<file path="src/rtl/sfu_pkg.sv">
package sfu_pkg;

    localparam logic [7:0]  CMD_ID_CHECK    = 8'hF5;
    localparam logic [7:0]  CMD_READ_STATUS = 8'h70;
    localparam logic [23:0] ID_LOCATION     = 24'h0FFFDF;

    localparam int HDR_BYTES    = 5;
    localparam int ID_BYTES     = 7;
    localparam int FRAME_BYTES  = HDR_BYTES + ID_BYTES;
    localparam int STATUS_BYTES = 2;
    localparam int TOTAL_BYTES  = FRAME_BYTES + 1 + STATUS_BYTES;
    localparam int IDX_W        = $clog2(TOTAL_BYTES);

    typedef logic [IDX_W-1:0]      byte_idx_t;
    typedef logic [8*ID_BYTES-1:0] id_code_t;

    localparam byte_idx_t LAST_ID_IDX = byte_idx_t'(FRAME_BYTES - 1);
    localparam byte_idx_t LAST_IDX    = byte_idx_t'(TOTAL_BYTES - 1);

    typedef enum logic [1:0] {
        SEQ_IDLE,
        SEQ_WAIT,
        SEQ_SHIFT,
        SEQ_MEASURE
    } seq_state_t;

    typedef struct packed {
        logic done;
        logic ok;
        logic err;
    } outcome_t;

    // Byte transmitted at a given position of the exchange.
    function automatic logic [7:0] frame_byte(input byte_idx_t idx, input id_code_t id);
        logic [7:0] b;
        b = 8'h00;
        if (idx == byte_idx_t'(0)) b = CMD_ID_CHECK;
        if (idx == byte_idx_t'(1)) b = ID_LOCATION[7:0];
        if (idx == byte_idx_t'(2)) b = ID_LOCATION[15:8];
        if (idx == byte_idx_t'(3)) b = ID_LOCATION[23:16];
        if (idx == byte_idx_t'(4)) b = 8'(ID_BYTES);
        for (int k = 0; k < ID_BYTES; k++) begin
            if (idx == byte_idx_t'(HDR_BYTES + k)) b = id[8*k +: 8];
        end
        if (idx == byte_idx_t'(FRAME_BYTES)) b = CMD_READ_STATUS;
        return b;
    endfunction

    function automatic logic unlock_granted(input logic [7:0] st);
        return st[3:2] == 2'b11;
    endfunction

endpackage

</file>
<file path="src/rtl/sfu_sync.sv">
module sfu_sync #(
    parameter int STAGES = 2
) (
    input  logic clk,
    input  logic rst,
    input  logic d,
    output logic q
);
    logic [STAGES-1:0] chain;

    always_ff @(posedge clk) begin
        if (rst) chain <= '0;
        else     chain <= {chain[STAGES-2:0], d};
    end

    assign q = chain[STAGES-1];
endmodule

</file>
<file path="src/rtl/sfu_shifter.sv">
module sfu_shifter #(
    parameter int CLK_DIV = 16
) (
    input  logic       clk,
    input  logic       rst,
    input  logic       go,
    input  logic [7:0] tx_byte,
    input  logic       rxd,
    output logic       sclk,
    output logic       txd,
    output logic [7:0] rx_byte,
    output logic       fin,
    output logic       running
);
    localparam int HALF = CLK_DIV / 2;
    localparam int PW   = $clog2(HALF) + 1;
    localparam logic [PW-1:0] PHASE_END = PW'(HALF - 1);

    logic [PW-1:0] pcnt;
    logic [2:0]    bit_n;
    logic          high_ph;
    logic [7:0]    tx_sh;
    logic [7:0]    rx_sh;

    always_ff @(posedge clk) begin
        if (rst) begin
            running <= 1'b0;
            sclk    <= 1'b1;
            txd     <= 1'b1;
            pcnt    <= '0;
            bit_n   <= '0;
            high_ph <= 1'b0;
            tx_sh   <= '0;
            rx_sh   <= '0;
            rx_byte <= '0;
            fin     <= 1'b0;
        end else begin
            fin <= 1'b0;
            if (!running) begin
                if (go) begin
                    running <= 1'b1;
                    sclk    <= 1'b0;
                    txd     <= tx_byte[0];
                    tx_sh   <= tx_byte;
                    bit_n   <= '0;
                    high_ph <= 1'b0;
                    pcnt    <= '0;
                end
            end else if (pcnt != PHASE_END) begin
                pcnt <= pcnt + 1'b1;
            end else begin
                pcnt <= '0;
                if (!high_ph) begin
                    high_ph <= 1'b1;
                    sclk    <= 1'b1;
                    rx_sh   <= {rxd, rx_sh[7:1]};
                end else if (bit_n == 3'd7) begin
                    running <= 1'b0;
                    fin     <= 1'b1;
                    rx_byte <= rx_sh;
                end else begin
                    high_ph <= 1'b0;
                    sclk    <= 1'b0;
                    bit_n   <= bit_n + 3'd1;
                    txd     <= tx_sh[3'(bit_n + 3'd1)];
                end
            end
        end
    end
endmodule

</file>
<file path="src/rtl/sfu_busy_timer.sv">
module sfu_busy_timer #(
    parameter int TO_W  = 20,
    parameter int DUR_W = 24
) (
    input  logic             clk,
    input  logic             rst,
    input  logic             busy_s,
    input  logic             watch,
    input  logic             measure,
    input  logic             clear,
    output logic             expired,
    output logic [DUR_W-1:0] duration
);
    localparam logic [TO_W:0] LIMIT = {1'b1, {TO_W{1'b0}}};

    logic [TO_W:0] wait_cnt;

    always_ff @(posedge clk) begin
        if (rst || !watch || !busy_s) wait_cnt <= '0;
        else if (wait_cnt != LIMIT)   wait_cnt <= wait_cnt + 1'b1;
    end

    assign expired = watch && busy_s && (wait_cnt == LIMIT);

    always_ff @(posedge clk) begin
        if (rst || clear)
            duration <= '0;
        else if (measure && busy_s && (duration != {DUR_W{1'b1}}))
            duration <= duration + 1'b1;
    end
endmodule

</file>
<file path="src/rtl/sfu_sequencer.sv">
module sfu_sequencer
    import sfu_pkg::*;
#(
    parameter int DUR_W = 24
) (
    input  logic             clk,
    input  logic             rst,
    input  logic             start,
    input  id_code_t         id_code,
    input  logic             busy_s,
    input  logic             fin,
    input  logic [7:0]       rx_byte,
    input  logic             expired,
    input  logic [DUR_W-1:0] duration,
    output logic             go,
    output logic [7:0]       tx_byte,
    output logic             watch,
    output logic             measure,
    output logic             clear_dur,
    output logic             active,
    output outcome_t         result,
    output logic [DUR_W-1:0] busy_time
);
    seq_state_t state;
    byte_idx_t  idx;
    id_code_t   id_q;

    always_comb begin
        tx_byte   = frame_byte(idx, id_q);
        watch     = (state == SEQ_WAIT) || (state == SEQ_MEASURE);
        measure   = (state == SEQ_MEASURE);
        go        = (state == SEQ_WAIT) && !busy_s;
        clear_dur = (state == SEQ_IDLE) && start;
        active    = (state != SEQ_IDLE);
    end

    always_ff @(posedge clk) begin
        if (rst) begin
            state     <= SEQ_IDLE;
            idx       <= '0;
            id_q      <= '0;
            result    <= '0;
            busy_time <= '0;
        end else begin
            result.done <= 1'b0;
            case (state)
                SEQ_IDLE: begin
                    if (start) begin
                        id_q       <= id_code;
                        idx        <= '0;
                        result.ok  <= 1'b0;
                        result.err <= 1'b0;
                        busy_time  <= '0;
                        state      <= SEQ_WAIT;
                    end
                end
                SEQ_WAIT: begin
                    if (expired) begin
                        result <= '{done: 1'b1, ok: 1'b0, err: 1'b1};
                        state  <= SEQ_IDLE;
                    end else if (!busy_s) begin
                        state <= SEQ_SHIFT;
                    end
                end
                SEQ_SHIFT: begin
                    if (fin) begin
                        if (idx == LAST_ID_IDX) begin
                            state <= SEQ_MEASURE;
                        end else if (idx == LAST_IDX) begin
                            result <= '{done: 1'b1, ok: unlock_granted(rx_byte), err: 1'b0};
                            state  <= SEQ_IDLE;
                        end else begin
                            idx   <= idx + 1'b1;
                            state <= SEQ_WAIT;
                        end
                    end
                end
                SEQ_MEASURE: begin
                    if (expired) begin
                        result <= '{done: 1'b1, ok: 1'b0, err: 1'b1};
                        state  <= SEQ_IDLE;
                    end else if (!busy_s) begin
                        busy_time <= duration;
                        idx       <= idx + 1'b1;
                        state     <= SEQ_WAIT;
                    end
                end
                default: state <= SEQ_IDLE;
            endcase
        end
    end
endmodule

</file>
<file path="src/rtl/sfu_unlock_host.sv">
module sfu_unlock_host #(
    parameter int CLK_DIV     = 16,
    parameter int TO_W        = 20,
    parameter int DUR_W       = 24,
    parameter int SYNC_STAGES = 2
) (
    input  logic             clk,
    input  logic             rst,
    input  logic             start,
    input  logic [55:0]      id_code,
    input  logic             rxd,
    input  logic             busy_in,
    output logic             sclk,
    output logic             txd,
    output logic             done,
    output logic             unlock_ok,
    output logic             timeout_err,
    output logic             active,
    output logic [DUR_W-1:0] busy_time
);
    import sfu_pkg::*;

    logic             busy_s;
    logic             go;
    logic [7:0]       tx_byte;
    logic [7:0]       rx_byte;
    logic             fin;
    logic             shift_running;
    logic             watch;
    logic             measure;
    logic             clear_dur;
    logic             expired;
    logic [DUR_W-1:0] duration;
    outcome_t         result;

    sfu_sync #(.STAGES(SYNC_STAGES)) busy_sync_i (
        .clk (clk),
        .rst (rst),
        .d   (busy_in),
        .q   (busy_s)
    );

    sfu_shifter #(.CLK_DIV(CLK_DIV)) shifter_i (
        .clk     (clk),
        .rst     (rst),
        .go      (go),
        .tx_byte (tx_byte),
        .rxd     (rxd),
        .sclk    (sclk),
        .txd     (txd),
        .rx_byte (rx_byte),
        .fin     (fin),
        .running (shift_running)
    );

    sfu_busy_timer #(.TO_W(TO_W), .DUR_W(DUR_W)) timer_i (
        .clk      (clk),
        .rst      (rst),
        .busy_s   (busy_s),
        .watch    (watch),
        .measure  (measure),
        .clear    (clear_dur),
        .expired  (expired),
        .duration (duration)
    );

    sfu_sequencer #(.DUR_W(DUR_W)) seq_i (
        .clk       (clk),
        .rst       (rst),
        .start     (start),
        .id_code   (id_code),
        .busy_s    (busy_s),
        .fin       (fin),
        .rx_byte   (rx_byte),
        .expired   (expired),
        .duration  (duration),
        .go        (go),
        .tx_byte   (tx_byte),
        .watch     (watch),
        .measure   (measure),
        .clear_dur (clear_dur),
        .active    (active),
        .result    (result),
        .busy_time (busy_time)
    );

    assign done        = result.done;
    assign unlock_ok   = result.ok;
    assign timeout_err = result.err;
endmodule

</file>
<file path="config.mk">
export PLATFORM = sky130hd
export DESIGN_NAME = sfu_unlock_host
export DESIGN_NICKNAME = d
export VERILOG_FILES = /design/src/rtl/sfu_pkg.sv /design/src/rtl/sfu_sync.sv /design/src/rtl/sfu_shifter.sv /design/src/rtl/sfu_busy_timer.sv /design/src/rtl/sfu_sequencer.sv /design/src/rtl/sfu_unlock_host.sv
export SDC_FILE = /design/constraint.sdc
export NUM_CORES = 1
export LEC_CHECK = 0
export BUFFER_PORTS_ARGS = -buffer_cell sky130_fd_sc_hd__buf_4
export CELL_PAD_IN_SITES_DETAIL_PLACEMENT = 1
export CELL_PAD_IN_SITES_GLOBAL_PLACEMENT = 2
export CORE_ASPECT_RATIO = 0.6
export CORE_MARGIN = 2
export CORE_UTILIZATION = 35
export DETAILED_ROUTE_END_ITERATION = 16
export PLACE_DENSITY = 0.83
export SETUP_SLACK_MARGIN = 0.3
export SLEW_MARGIN = 10
export SYNTH_ARGS = -nofsm -noshare
export SYNTH_HDL_FRONTEND = slang
export SYNTH_SLANG_ARGS = --single-unit
export TNS_END_PERCENT = 20
</file>
<file path="constraint.sdc">
create_clock -name clk -period 2.4 [get_ports clk]
set_clock_uncertainty 0.2 [all_clocks]
set_input_delay 0.72 -clock clk [delete_from_list [all_inputs] [get_ports clk]]
set_output_delay 0.72 -clock clk [all_outputs]
set_load 0.005 [all_outputs]
</file>
=== Word-level counts from Yosys, hierarchy flattened ===
Cells that the tools add are included.

* Register bits: 168
* Bits of input ports: 61
* Output and inout bits: 30
* Word-level logic and storage cells: 165

* $add $sub $neg: 5
* $lt $le $gt $ge: 1
* Eq/ne operators: 36
* Multiplexer cells: 69
* Bitwise operators: 3
* Reductions and logical operators: 31

{| class="wikitable"
|+ Operators with widths
! cell !! count
|-
| 2-to-1 mux 8 bit || 13
|-
| 2-to-1 mux 24 bit || 3
|-
| one-hot mux 24 bit (2 select lines) || 1
|-
| 2-to-1 mux 4 bit || 9
|-
| 2-to-1 mux 3 bit || 9
|-
| adder 24 x 1 -> 24 bit (second input constant) || 1
|-
| == test 4 bit (second input constant) || 6
|-
| != test 24 bit (second input constant) || 1
|-
| adder 21 x 1 -> 21 bit (second input constant) || 1
|-
| == test 21 bit (second input constant) || 1
|-
| 2-to-1 mux 1 bit || 21
|-
| != test 21 bit (second input constant) || 1
|-
| != test 2 bit (second input constant) || 9
|-
| == test 4 x 3 -> 1 bit (second input constant) || 4
|-
| 2-to-1 mux 2 bit || 8
|-
| AND reduction 4 bit || 4
|-
| one-hot mux 4 bit (3 select lines) || 1
|-
| != test 3 bit (second input constant) || 3
|-
| adder 4 x 1 -> 4 bit (second input constant) || 2
|-
| == test 4 x 2 -> 1 bit (second input constant) || 2
|-
| one-hot mux 2 bit (4 select lines) || 1
|-
| AND reduction 7 bit || 1
|-
| == test 2 bit (second input constant) || 3
|-
| logical AND 1 bit || 6
|-
| 22 further kinds || 34
|}

=== Depth between registers and ports, before layout ===
* Depth in word-level cells: 16
* Depth in mapped cells: 9
* Depth with buffers taken out: 7

=== Hierarchy ===
A second synthesis with hierarchy kept.

* Cells, all modules: 979
* Area total of the unflattened synthesis: 7802.5 µm²

{| class="wikitable"
|+ By module, submodules not included
! module !! instances !! cells an instance !! area each (µm²) !! sequential area each (µm²)
|-
| sfu_sequencer || 1 || 559 || 4122.7 || 1781.7
|-
| sfu_busy_timer || 1 || 252 || 2165.8 || 900.9
|-
| sfu_shifter || 1 || 164 || 1461.4 || 720.7
|-
| sfu_sync || 1 || 4 || 52.6 || 40.0
|}

=== Least setup slack after synthesis ===
No wires, ideal clock.

* Path type: flip-flop to flip-flop
* Start: register shifter_i.bit_n[0]
* End: register shifter_i.txd
* Library setup time: 0.131 ns
* Arrival: 1.822 ns
* Required time: 2.069 ns
* Slack: 0.247 ns
* Stages on the path, launching flop included: 7
* Buffers on the path: 0
* Period minus slack after synthesis: 2.153 ns
* Cells stage by stage: dfxtp_1 -> ha_1 -> ha_1 -> mux4_2 -> mux2_2 -> nor3_1 -> a211oi_1

* Word-level cells in the longest chain between the ends: 7
* Elaborated cells on any way between the ends: 10
* Classes of those cells: add/sub (1); eq/ne (2); mux (6); reduce/logical (1)

{| class="wikitable"
|+ RTL lines
! what !! line !! text
|-
| start: declaration || sfu_shifter.sv:20 || <nowiki>logic [2:0] bit_n;</nowiki>
|-
| start signal: assignment || sfu_shifter.sv:64 || <nowiki>bit_n <= bit_n + 3'd1;</nowiki>
|-
| adder 3 x 1 -> 3 bit || sfu_shifter.sv:65 || <nowiki>txd <= tx_sh[3'(bit_n + 3'd1)];</nowiki>
|-
| binary-select mux 1 bit (select 3 bit) || sfu_shifter.sv:65 ||
|-
| 2-to-1 mux 1 bit (implied by the code) || sfu_shifter.sv:65 ||
|-
| 2-to-1 mux 1 bit || sfu_shifter.sv:57 || <nowiki>end else if (bit_n == 3'd7) begin</nowiki>
|-
| 2-to-1 mux 1 bit || sfu_shifter.sv:53 || <nowiki>if (!high_ph) begin</nowiki>
|-
| 2-to-1 mux 1 bit || sfu_shifter.sv:49 || <nowiki>end else if (pcnt != PHASE_END) begin</nowiki>
|-
| 2-to-1 mux 1 bit || sfu_shifter.sv:39 || <nowiki>if (!running) begin</nowiki>
|-
| end signal: assignment || sfu_shifter.sv:43 || <nowiki>txd <= tx_byte[0];</nowiki>
|-
| end signal: assignment || sfu_shifter.sv:65 ||
|-
| end: declaration || sfu_shifter.sv:10 || <nowiki>output logic txd,</nowiki>
|}

Several ways; a longest one is shown, not always the timed one. The select of a mux whose other input is x is not followed.
A chain may end at the register's enable or synchronous reset.

=== Worst setup path in the final report ===
* Start: register seq_i.state[0]
* End: output port active

* Word-level cells in the longest chain between the ends: 1

{| class="wikitable"
|+ RTL lines
! what !! line !! text
|-
| start: declaration || sfu_sequencer.sv:24 || <nowiki>seq_state_t state;</nowiki>
|-
| start signal: assignment || sfu_sequencer.sv:39 || <nowiki>state <= SEQ_IDLE;</nowiki>
|-
| start signal: assignment || sfu_sequencer.sv:54 || <nowiki>state <= SEQ_WAIT;</nowiki>
|-
| start signal: assignment || sfu_sequencer.sv:60 || <nowiki>state <= SEQ_IDLE;</nowiki>
|-
| nonzero test 2 bit || sfu_sequencer.sv:34 || <nowiki>active = (state != SEQ_IDLE);</nowiki>
|-
| end: declaration || sfu_unlock_host.sv:18 || <nowiki>output logic active,</nowiki>
|}

No other way between the ends.

==> run summary <==
Main synth FF type -> dfxtp_1
Int Pwr -> 5051 uW
Yosys reg bits -> 164
Fin. Hold Viols -> 0
post-layout util -> 45.33%
total track usage -> 20.53%
RSZ-0062 raised after global routing -> true
P_sw -> 1720 uW
via count -> 7,041
CTS max path bufs -> 2
total CTS buffers -> 17
CTS tree -> yes
Post-CTS Hold Buffers -> 0
status -> complete, no violations
post-DR vias/cell -> 5.258
Max FO, Critical Path -> 14
Power Density -> 703.3 mW/mm2
Final GP Congestion -> 0.8447
ratio of cells with drive above 1 in the final layout -> 22.74%
P&R area growth vs syn -> 25.78%
area leader, netlist -> dfxtp_1
Nets -> 1,118
largest net degree at the start of global routing -> 71
TNS Setup -> 0 ps
Port Buffers -> 90
CTS H-Tree Depth -> 4
# clock sinks -> 164
number of flops mapped to enable cells by yosys -> 0
cell count after synthesis -> 949
Initial Util -> 36.04%
hold path cells -> 2
Min-Delay Path Class -> register to register
clk_lat worst skew -> 440 ps
synth warn -> 0
synth top area cells -> dfxtp_1, nand2_1, a21oi_1
Rel. slew slack -> 67.41%
vias in the first global route -> 6,882
antenna-violating nets left -> 0
Cell Area, Synth -> 0.007655 mm2
First-pass DRT Iterations -> 5
Place WS -> 46.18 ps
largest family of logic cells by synthesized area -> simple AND/OR/NAND/NOR gates
Startpoint Class -> register
Synth Area per Inst -> 8.066 um2
Synth Area in Compound Gates -> 16.54%
period utilisation layout -> 88.31%
clock slew at reported path FFs -> 60 ps
Root Buffer -> clkbuf_16
sequential area share after synthesis -> 42.89%
Crit. End Element -> primary output
initial antenna violation count -> 0
DP Wirelength -> 16,570 um
syn nets -> 1,020
r2r worst-path depth -> 8
IO Pins -> 91
core area -> 0.02124 mm2
Synth Area in Simple Gates -> 26.32%
P_leak -> 0.003511 uW
Synth Area in XOR/XNOR -> 4.233%
post-route minimum period -> 2119 ps
Die X -> 194.9 um
die area -> 0.02311 mm2
area share of fa/ha/maj cells after synthesis -> 1.635%
sw frac -> 25.41%
# DRC -> 0
Final Max Tran Viols -> 0
Sequential Power Share -> 43.1%
Die Ht -> 118.6 um
CP arrival -> 1200 ps
Max Clk Rate -> 471.8 MHz
routed len/inst -> 17.53 um
mux cell area share after synthesis -> 2.844%
setup ws final -> 280.5 ps
area share of the leading cell type in the synthesized netlist -> 42.89%
Max VDD drop -> 0.4182 mV
Comb power frac -> 11.9%
most frequent cell after synthesis -> nand2_1
std cell rows -> 41
total global routing overflow -> 0
n_diodes -> 0
WS Path Type -> register to primary output
Distinct cells, synth -> 71
Clk pwr share -> 45.0%
Max Cap Viol -> 0
top post-synthesis cells by count -> nand2_1, dfxtp_1, a21oi_1
Slew @ Worst Pin -> 483.8 ps
Setup-failing EPs final -> 0
Crit path required time -> 1480 ps
1st-iter DRT viols -> 456
WL final -> 23,470 um
first-pass GRT wire length -> 37,650 um
async set or reset register ratio after synthesis -> 0%
## final timing paths
kind	start	to	slack, ps
setup / recovery	seq_i.state[0]$_SDFFE_PP0P_	active	280
setup reg to reg	seq_i.idx[0]$_SDFFE_PP0P_	shifter_i.txd$_SDFFE_PP1P_	290
hold reg to reg	seq_i.busy_time[14]$_SDFFE_PP0P_	seq_i.busy_time[14]$_SDFFE_PP0P_	250
hold / removal	seq_i.busy_time[14]$_SDFFE_PP0P_	seq_i.busy_time[14]$_SDFFE_PP0P_	250
## state kept, by name, summed over array words and instances, names as in the netlist
signal and count:
shifter_i.high_ph 1, shifter_i.running 1, shifter_i.txd 1, busy_sync_i.chain 2, shifter_i.sclk 1, seq_i.id_q 56
shifter_i.rx_sh 6, seq_i.busy_time 24, timer_i.duration 24, shifter_i.pcnt 4, shifter_i.bit_n 3, seq_i.result 3
shifter_i.fin 1, seq_i.idx 4, seq_i.state 2, shifter_i.rx_byte 2, shifter_i.tx_sh 8, timer_i.wait_cnt 21
## cell usage in the layout (no fill, tap or decap), types with 5 or more instances in the layout
cell	count
xnor2_1	23
nor3_1	13
inv_1	17
a211oi_2	6
xor2_1	14
and4_1	7
clkbuf_8	5
nor2b_1	9
ha_4	6
o21bai_1	6
clkbuf_16	17
dfxtp_2	8
nand3_1	59
nand2b_1	10
a31oi_1	11
a21oi_1	110
dfxtp_1	154
and3_1	9
and2_1	7
o21ai_0	22
nand2_1	172
a211oi_1	7
nand4_1	13
buf_4	143
nor2_1	83
o22ai_1	6
nor4_2	5
mux2i_1	15
## cell families after synthesis
group                      Yosys count
xor gates and xnor gates            37
and+or+nand+nor                    423
muxes                               19
AOI/OAI and AO/OA                  209
adders and majority gates           10
buffers and inverters               87
DFF                                164
## through the flow
| step | total power, uW | std cells | hold slack [ps] | area [um2] |
|---|---|---|---|---|
| after global placement | 3687 | 1295 | 242.0 | 8703 |
| after floorplan | 3395 | 949 | 213.8 | 7670 |
| after CTS | 6795 | 1329 | 257.6 | 9498 |
| after detailed placement | 3702 | 1295 | 227.0 | 8703 |
| after global routing | 7027 | 1339 | 272.6 | 9628 |
| final | 6771 | 1339 | 253.0 | 9628 |
## repair_timing
action / in CTS / in global routing
pin swaps: 5 / 9
endpoints found under the setup margin: 18 / 29
gates resized for setup: 29 / 17
buffers inserted: 2 / 10
## per-layer routing
layer | GRT usage [%] | routed length [um]
met5 | 0 | 0
met2 | 27.61 | 9210
met4 | 6.107 | 140
met1 | 32.09 | 12820
met3 | 4.167 | 1297
## power groups by stage
| stage | combinational, uW | sequential [uW] | clock, uW |
|---|---|---|---|
| CTS | 769 | 2920 | 3110 |
| global placement | 718 | 2970 | 0 |
| global route | 897 | 2930 | 3200 |
| floorplan | 467 | 2930 | 0 |
| detailed placement | 732 | 2970 | 0 |
| finish | 808 | 2920 | 3050 |
## final cells by class
cell class / instances / area (um2)
clock buffer: 22 / 494.2
clock inverter: 10 / 170.2
fill: 2541 / 11610
inverter: 19 / 71.32
multi-input combinational: 698 / 4121
sequential: 164 / 3301
tap: 279 / 349.1
timing repair buffer: 147 / 1121
## critical path, stage by stage (launching register included)
cell     delay, ps
dfxtp_2        530
nor2_4          80
inv_1           60
buf_4          100
Note: power is estimated with default switching activity, not from simulation.
